### src/rtl/dpbPkg.sv
package dpbPkg;
  typedef struct packed {
    logic flush;
    logic push;
  } ctrlStrobeT;

  typedef enum logic [1:0] {
    SEQ_IDLE,
    SEQ_SENSE,
    SEQ_STREAM,
    SEQ_DONE
  } seqStateT;
endpackage

### src/rtl/dpbSeqCtrl.sv
module dpbSeqCtrl
  import dpbPkg::*;
#(
  parameter int ACCESS_LAT = 8,
  parameter int ENTRIES    = 128,
  parameter int ADDR_W     = 7
) (
  input  logic              clk,
  input  logic              rstN,
  input  logic              pageStart,
  input  logic              fifoFull,
  output logic              planeOe,
  output logic [ADDR_W-1:0] planeAddr,
  output ctrlStrobeT        strobes
);
  localparam int LAT_W = $clog2(ACCESS_LAT + 1);

  seqStateT          state;
  logic [LAT_W-1:0]  latCnt;
  logic [ADDR_W-1:0] fetchCnt;
  logic              fetchNow;

  // A fetch happens only while streaming, with room in the FIFO, and not on a restart.
  assign fetchNow      = (state == SEQ_STREAM) && !fifoFull && !pageStart;
  assign planeOe       = fetchNow;
  assign planeAddr     = fetchCnt;
  assign strobes.flush = pageStart;
  assign strobes.push  = fetchNow;

  always_ff @(posedge clk) begin
    if (!rstN) begin
      state    <= SEQ_IDLE;
      latCnt   <= '0;
      fetchCnt <= '0;
    end else if (pageStart) begin
      state    <= SEQ_SENSE;
      latCnt   <= LAT_W'(ACCESS_LAT);
      fetchCnt <= '0;
    end else begin
      unique case (state)
        SEQ_SENSE: begin
          // Slow array access: only the first fetch of a page waits here.
          if (latCnt == LAT_W'(1)) state <= SEQ_STREAM;
          latCnt <= latCnt - LAT_W'(1);
        end
        SEQ_STREAM: begin
          if (fetchNow) begin
            if (fetchCnt == ADDR_W'(ENTRIES - 1)) state <= SEQ_DONE;
            else fetchCnt <= fetchCnt + ADDR_W'(1);
          end
        end
        default: ;
      endcase
    end
  end
endmodule

### src/rtl/dpbPairFifo.sv
module dpbPairFifo #(
  parameter int WIDTH = 32,
  parameter int DEPTH = 4
) (
  input  logic             clk,
  input  logic             rstN,
  input  logic             flush,
  input  logic             push,
  input  logic [WIDTH-1:0] wrData,
  input  logic             pop,
  output logic [WIDTH-1:0] rdData,
  output logic             empty,
  output logic             full
);
  localparam int PTR_W = (DEPTH > 1) ? $clog2(DEPTH) : 1;
  localparam int CNT_W = $clog2(DEPTH + 1);

  logic [WIDTH-1:0] mem [DEPTH];
  logic [PTR_W-1:0] wrPtr, rdPtr;
  logic [CNT_W-1:0] count;
  logic             doPush, doPop;

  assign full   = (count == CNT_W'(DEPTH));
  assign empty  = (count == '0);
  assign doPush = push && !full && !flush;
  assign doPop  = pop && !empty && !flush;
  assign rdData = mem[rdPtr];

  function automatic logic [PTR_W-1:0] nextPtr(input logic [PTR_W-1:0] p);
    return (p == PTR_W'(DEPTH - 1)) ? '0 : p + PTR_W'(1);
  endfunction

  always_ff @(posedge clk) begin
    if (doPush) mem[wrPtr] <= wrData;
  end

  always_ff @(posedge clk) begin
    if (!rstN || flush) begin
      wrPtr <= '0;
      rdPtr <= '0;
      count <= '0;
    end else begin
      if (doPush) wrPtr <= nextPtr(wrPtr);
      if (doPop)  rdPtr <= nextPtr(rdPtr);
      if (doPush && !doPop)      count <= count + CNT_W'(1);
      else if (doPop && !doPush) count <= count - CNT_W'(1);
    end
  end
endmodule

### src/rtl/dpbDataPath.sv
module dpbDataPath
  import dpbPkg::*;
#(
  parameter int DATA_W     = 16,
  parameter int FIFO_DEPTH = 4,
  parameter int PAGE_WORDS = 256
) (
  input  logic              clk,
  input  logic              rstN,
  input  ctrlStrobeT        strobes,
  input  logic [DATA_W-1:0] plane0Data,
  input  logic [DATA_W-1:0] plane1Data,
  input  logic              hostOe,
  output logic              fifoFull,
  output logic [DATA_W-1:0] hostData,
  output logic              ready,
  output logic              underrun,
  output logic              pageDone
);
  localparam int ENTRY_W = 2 * DATA_W;
  localparam int WCNT_W  = $clog2(PAGE_WORDS);

  logic [ENTRY_W-1:0] wrEntry, rdEntry;
  logic               fifoEmpty, accept, halfSel, pop;
  logic [WCNT_W-1:0]  wordCnt;
  logic [DATA_W-1:0]  muxWord;

  // Plane 0 fills the low half, plane 1 the high half of an entry.
  assign wrEntry = {plane1Data, plane0Data};

  dpbPairFifo #(.WIDTH(ENTRY_W), .DEPTH(FIFO_DEPTH)) u_fifo (
    .clk    (clk),
    .rstN   (rstN),
    .flush  (strobes.flush),
    .push   (strobes.push),
    .wrData (wrEntry),
    .pop    (pop),
    .rdData (rdEntry),
    .empty  (fifoEmpty),
    .full   (fifoFull)
  );

  assign ready   = !fifoEmpty;
  assign accept  = hostOe && !fifoEmpty && !strobes.flush;
  assign pop     = accept && halfSel;
  assign muxWord = halfSel ? rdEntry[ENTRY_W-1:DATA_W] : rdEntry[DATA_W-1:0];

  always_ff @(posedge clk) begin
    if (!rstN) hostData <= '0;
    else if (accept) hostData <= muxWord;
  end

  always_ff @(posedge clk) begin
    if (!rstN || strobes.flush) begin
      halfSel  <= 1'b0;
      wordCnt  <= '0;
      pageDone <= 1'b0;
      underrun <= 1'b0;
    end else begin
      if (accept) begin
        halfSel <= !halfSel;
        wordCnt <= wordCnt + WCNT_W'(1);
        if (wordCnt == WCNT_W'(PAGE_WORDS - 1)) pageDone <= 1'b1;
      end
      if (hostOe && fifoEmpty) underrun <= 1'b1;
    end
  end
endmodule

### src/rtl/dualPlaneBurstReader.sv
module dualPlaneBurstReader
  import dpbPkg::*;
#(
  parameter int DATA_W     = 16,
  parameter int ACCESS_LAT = 8,
  parameter int FIFO_DEPTH = 4,
  parameter int PAGE_WORDS = 256,
  localparam int ENTRIES   = PAGE_WORDS / 2,
  localparam int ADDR_W    = (ENTRIES > 1) ? $clog2(ENTRIES) : 1
) (
  input  logic              clk,
  input  logic              rstN,
  input  logic              pageStart,
  input  logic              hostOe,
  input  logic [DATA_W-1:0] plane0Data,
  input  logic [DATA_W-1:0] plane1Data,
  output logic              planeOe,
  output logic [ADDR_W-1:0] planeAddr,
  output logic [DATA_W-1:0] hostData,
  output logic              ready,
  output logic              underrun,
  output logic              pageDone
);
  ctrlStrobeT strobes;
  logic       fifoFull;

  dpbSeqCtrl #(.ACCESS_LAT(ACCESS_LAT), .ENTRIES(ENTRIES), .ADDR_W(ADDR_W)) u_ctrl (
    .clk       (clk),
    .rstN      (rstN),
    .pageStart (pageStart),
    .fifoFull  (fifoFull),
    .planeOe   (planeOe),
    .planeAddr (planeAddr),
    .strobes   (strobes)
  );

  dpbDataPath #(.DATA_W(DATA_W), .FIFO_DEPTH(FIFO_DEPTH), .PAGE_WORDS(PAGE_WORDS)) u_dp (
    .clk        (clk),
    .rstN       (rstN),
    .strobes    (strobes),
    .plane0Data (plane0Data),
    .plane1Data (plane1Data),
    .hostOe     (hostOe),
    .fifoFull   (fifoFull),
    .hostData   (hostData),
    .ready      (ready),
    .underrun   (underrun),
    .pageDone   (pageDone)
  );
endmodule

### config.mk
export PLATFORM = sky130hd
export DESIGN_NAME = dualPlaneBurstReader
export DESIGN_NICKNAME = d
export VERILOG_FILES = /design/src/rtl/dpbPkg.sv /design/src/rtl/dpbSeqCtrl.sv /design/src/rtl/dpbPairFifo.sv /design/src/rtl/dpbDataPath.sv /design/src/rtl/dualPlaneBurstReader.sv
export SDC_FILE = /design/constraint.sdc
export NUM_CORES = 1
export LEC_CHECK = 0
export BUFFER_PORTS_ARGS = -buffer_cell sky130_fd_sc_hd__buf_2
export CELL_PAD_IN_SITES_DETAIL_PLACEMENT = 1
export CELL_PAD_IN_SITES_GLOBAL_PLACEMENT = 2
export CORE_MARGIN = 5
export CORE_UTILIZATION = 29
export DETAILED_ROUTE_END_ITERATION = 16
export HOLD_SLACK_MARGIN = 0.08
export PLACE_DENSITY = 0.56
export SLEW_MARGIN = 40
export SYNTH_ARGS = -nofsm -noshare
export SYNTH_HDL_FRONTEND = slang
export SYNTH_SLANG_ARGS = --single-unit
export TNS_END_PERCENT = 5
### constraint.sdc
create_clock -name clk -period 2.1 [get_ports clk]
set_input_delay 0.21 -clock clk [delete_from_list [all_inputs] [get_ports clk]]
set_output_delay 0.21 -clock clk [all_outputs]
set_load 0.01 [all_outputs]
==> run metrics <==
run status finished clean; CP Class reg -> reg; Starting Density between 20% and 30%; Ys Warns 0; post-placement cell count 783; Synth Area per Inst around 17 um2; die area roughly 27000 um2; post-DP HPWL 9190 um; Crit. End Element flop; largest net degree at the start of global routing 33; Filler Cell Count 2455; WL/cell 17.8 um; peak supply drop 0.000535 V; Die Wd 164 um; DRC 0; worst-case clock skew 11.8 ps; Worst-Margin Slew 742 ps; wirelength, routed 15200 um; area growth from synthesis to layout 25.4%; RSZ-0062 raised after global routing false; CP max FO 3; flop2flop setup slack around 110 ps; # IOs 63; Post-Synth Adder-Cell Area 2.11%; setup total negative slack 0 ps; Avg Vias per Cell 4.50; all-layer global routing usage 11.8%; router iterations before antenna repair 4; Mapped Area 6880 um2; GRT Residual Overflow 0; CTS buffer count 17; Cell Rows 56; fraction of layout cells with a size suffix above 1 30.7%; Max-Cap Viols 0; Reg area 4830 um2; FMAX between 0.5 and 0.6 GHz; Slew Limit Fails 0; final period demand of the worst path 1990 ps; I/O Buffers 62; die height 164 um; fin crit share a little over nine tenths; clk buf depth 2; final hold vios 0; Worst-path clk slew 70 ps; routed vias 3850; fin nets 569; synth unique cells between 40 and 50; CTS tree done; vias in the first global route 4153; XOR/XNOR Fraction of Synth Area between 1.5 and 2%; # setup viols final 0; Worst Hold Class in -> reg; total power 0.00711 W; initial antenna violation count 1; Synth Area in Compound Gates 5.08%; EDFF count, synth 128; data arrival time of the worst path 2330 ps; final std cells w/o fill 855; Core Util, Final a little under two fifths; WP data required 2450 ps; first-pass GRT wire length around 24000 um; #FFs+latches synth 177; sequential area share after synthesis 70.2%; Detail Route Antenna Nets 0; mux contribution to synthesized area 13.4%; initial DRC count 175; H-tree levels 4; fraction of registers with async set/reset 0%; Root Driver clkbuf_16; Worst slew margin 50.5%; gpl congestion 0.674; post-synth net total around 460; Mapped Cells 409; clk_lat worst skew 430 ps; worst hold slack approximately 270 ps; simple-gate portion of the synthesized area 5.39%; pwr dens 825 nW/um2; leakage slightly below 3 nW; dominant synthesized flop cell edfxtp_1; area occupied by multi-input gates 1920 um2; CTS sink count 177; largest family of logic cells by synthesized area multiplexers; core area 23400 um2; crit path launch type flop
cell families (layout without fill, tap and decap cells):
family / Yosys count / in the layout
DFF: 177 / 177
and+or+nand+nor: 68 / 68
AOI/OAI and AO/OA: 56 / 56
muxes: 52 / 52
buffers and inverters: 32 / 158
xor gates and xnor gates: 13 / 13
adders and majority gates: 11 / 11
other: 0 / 1
power by group:
part / internal, W / switching (W) / total, W
Clock: 0.00162 / 0.00158 / 0.00319
Sequential: 0.00374 / 0.00000850 / 0.00375
Combinational: 0.0000872 / 0.0000842 / 0.000171
synth_stat cells (all sizes together) (2+ instances only):
library cell | instances | area [um2]
o311ai | 2 | 35.0
xor2 | 6 | 52.6
o31ai | 3 | 36.3
nor3 | 7 | 35.0
clkbuf | 7 | 26.3
nor2 | 25 | 113
nand2b | 2 | 12.5
nor2b | 2 | 12.5
xnor2 | 7 | 61.3
or4 | 2 | 15.0
ha | 10 | 125
mux4 | 32 | 721
o21a | 3 | 22.5
nand4 | 3 | 18.8
nand2 | 7 | 26.3
mux2i | 20 | 200
or3 | 3 | 18.8
dfxtp | 49 | 981
nand3 | 6 | 30.0
o21ai | 19 | 95.1
and2 | 5 | 31.3
nor4b | 2 | 23.8
a21oi | 24 | 120
inv | 13 | 48.8
edfxtp | 128 | 3840
buf | 12 | 76.3
per-stage QoR:
stage	cell area (um2)	worst slack, ps
final	8620	114
after global routing	8620	9.23
after CTS	8560	43.5
after detailed placement	7620	-24.5
after global placement	7610	79.3
after floorplan	6890	8.51
state kept, by name, indices dropped and copies added, names as in the netlist, named ones only:
register,flops
u_ctrl.latCnt,4
u_dp.u_fifo.rdPtr,2
u_dp.u_fifo.mem,128
u_dp.u_fifo.count,3
u_dp.halfSel,1
u_ctrl.state,2
u_dp.hostData,16
u_dp.pageDone,1
u_dp.wordCnt,8
u_dp.underrun,1
u_ctrl.planeAddr,7
u_dp.u_fifo.wrPtr,2
cells in the final DEF (no fill, tap or decap), drive strengths merged, types with 19 or more instances in the layout:
cell type	synthesis	layout
dfxtp	49	49
nor2	25	25
edfxtp	128	128
buf	12	80
mux2i	20	20
mux4	32	32
a21oi	24	24
dlygate4sd3	0	33
o21ai	19	19
inv	13	20
final cells by class:
| class | count | share of cell area (%) |
|---|---|---|
| timing repair buffer | 113 | 9.29 |
| multi-input combinational | 200 | 22.3 |
| antenna | 1 | 0.0290 |
| tap | 319 | 4.63 |
| sequential | 177 | 56.1 |
| clock buffer | 17 | 4.94 |
| inverter | 13 | 0.566 |
| clock inverter | 15 | 2.12 |
critical path: stages, from the launching register on:
cell	delay, ps
dfxtp_4	360
o31ai_4	260
nor3b_2	90
inv_1	90
ha_4	140
inv_1	50
fa_2	330
xor2_1	160
or3_1	310
a21oi_1	120
repair_timing:
action | 4_1_cts | 5_1_grt
resized for setup | 1 | 2
setup endpoints to repair | 1 | 1
hold endpoints to repair | 129 | 0
setup buffers | 0 | 6
pin swaps | 0 | 1
hold buffers | 33 | 0
layer usage:
layer	part of all wire, %	up-vias	global-route usage [%]
met5	0	-	0
met4	1.1	0	3.32
met3	4.7	15	3.24
met2	51	73	19.9
met1	44	1954	14.8
li1	-	1808	-
worst paths after layout:
| path | from | end | cells past startpoint |
|---|---|---|---|
| worst max-delay path | u_dp.u_fifo.count[0] | u_dp.u_fifo.count[2] | 9 |
| worst min-delay path | pageStart | u_ctrl.state[0] | 3 |
| worst max register to register | u_dp.u_fifo.count[0] | u_dp.u_fifo.count[2] | 9 |
| worst min register to register | u_dp.underrun | u_dp.underrun | 2 |
(Power assumes the default switching activity.)
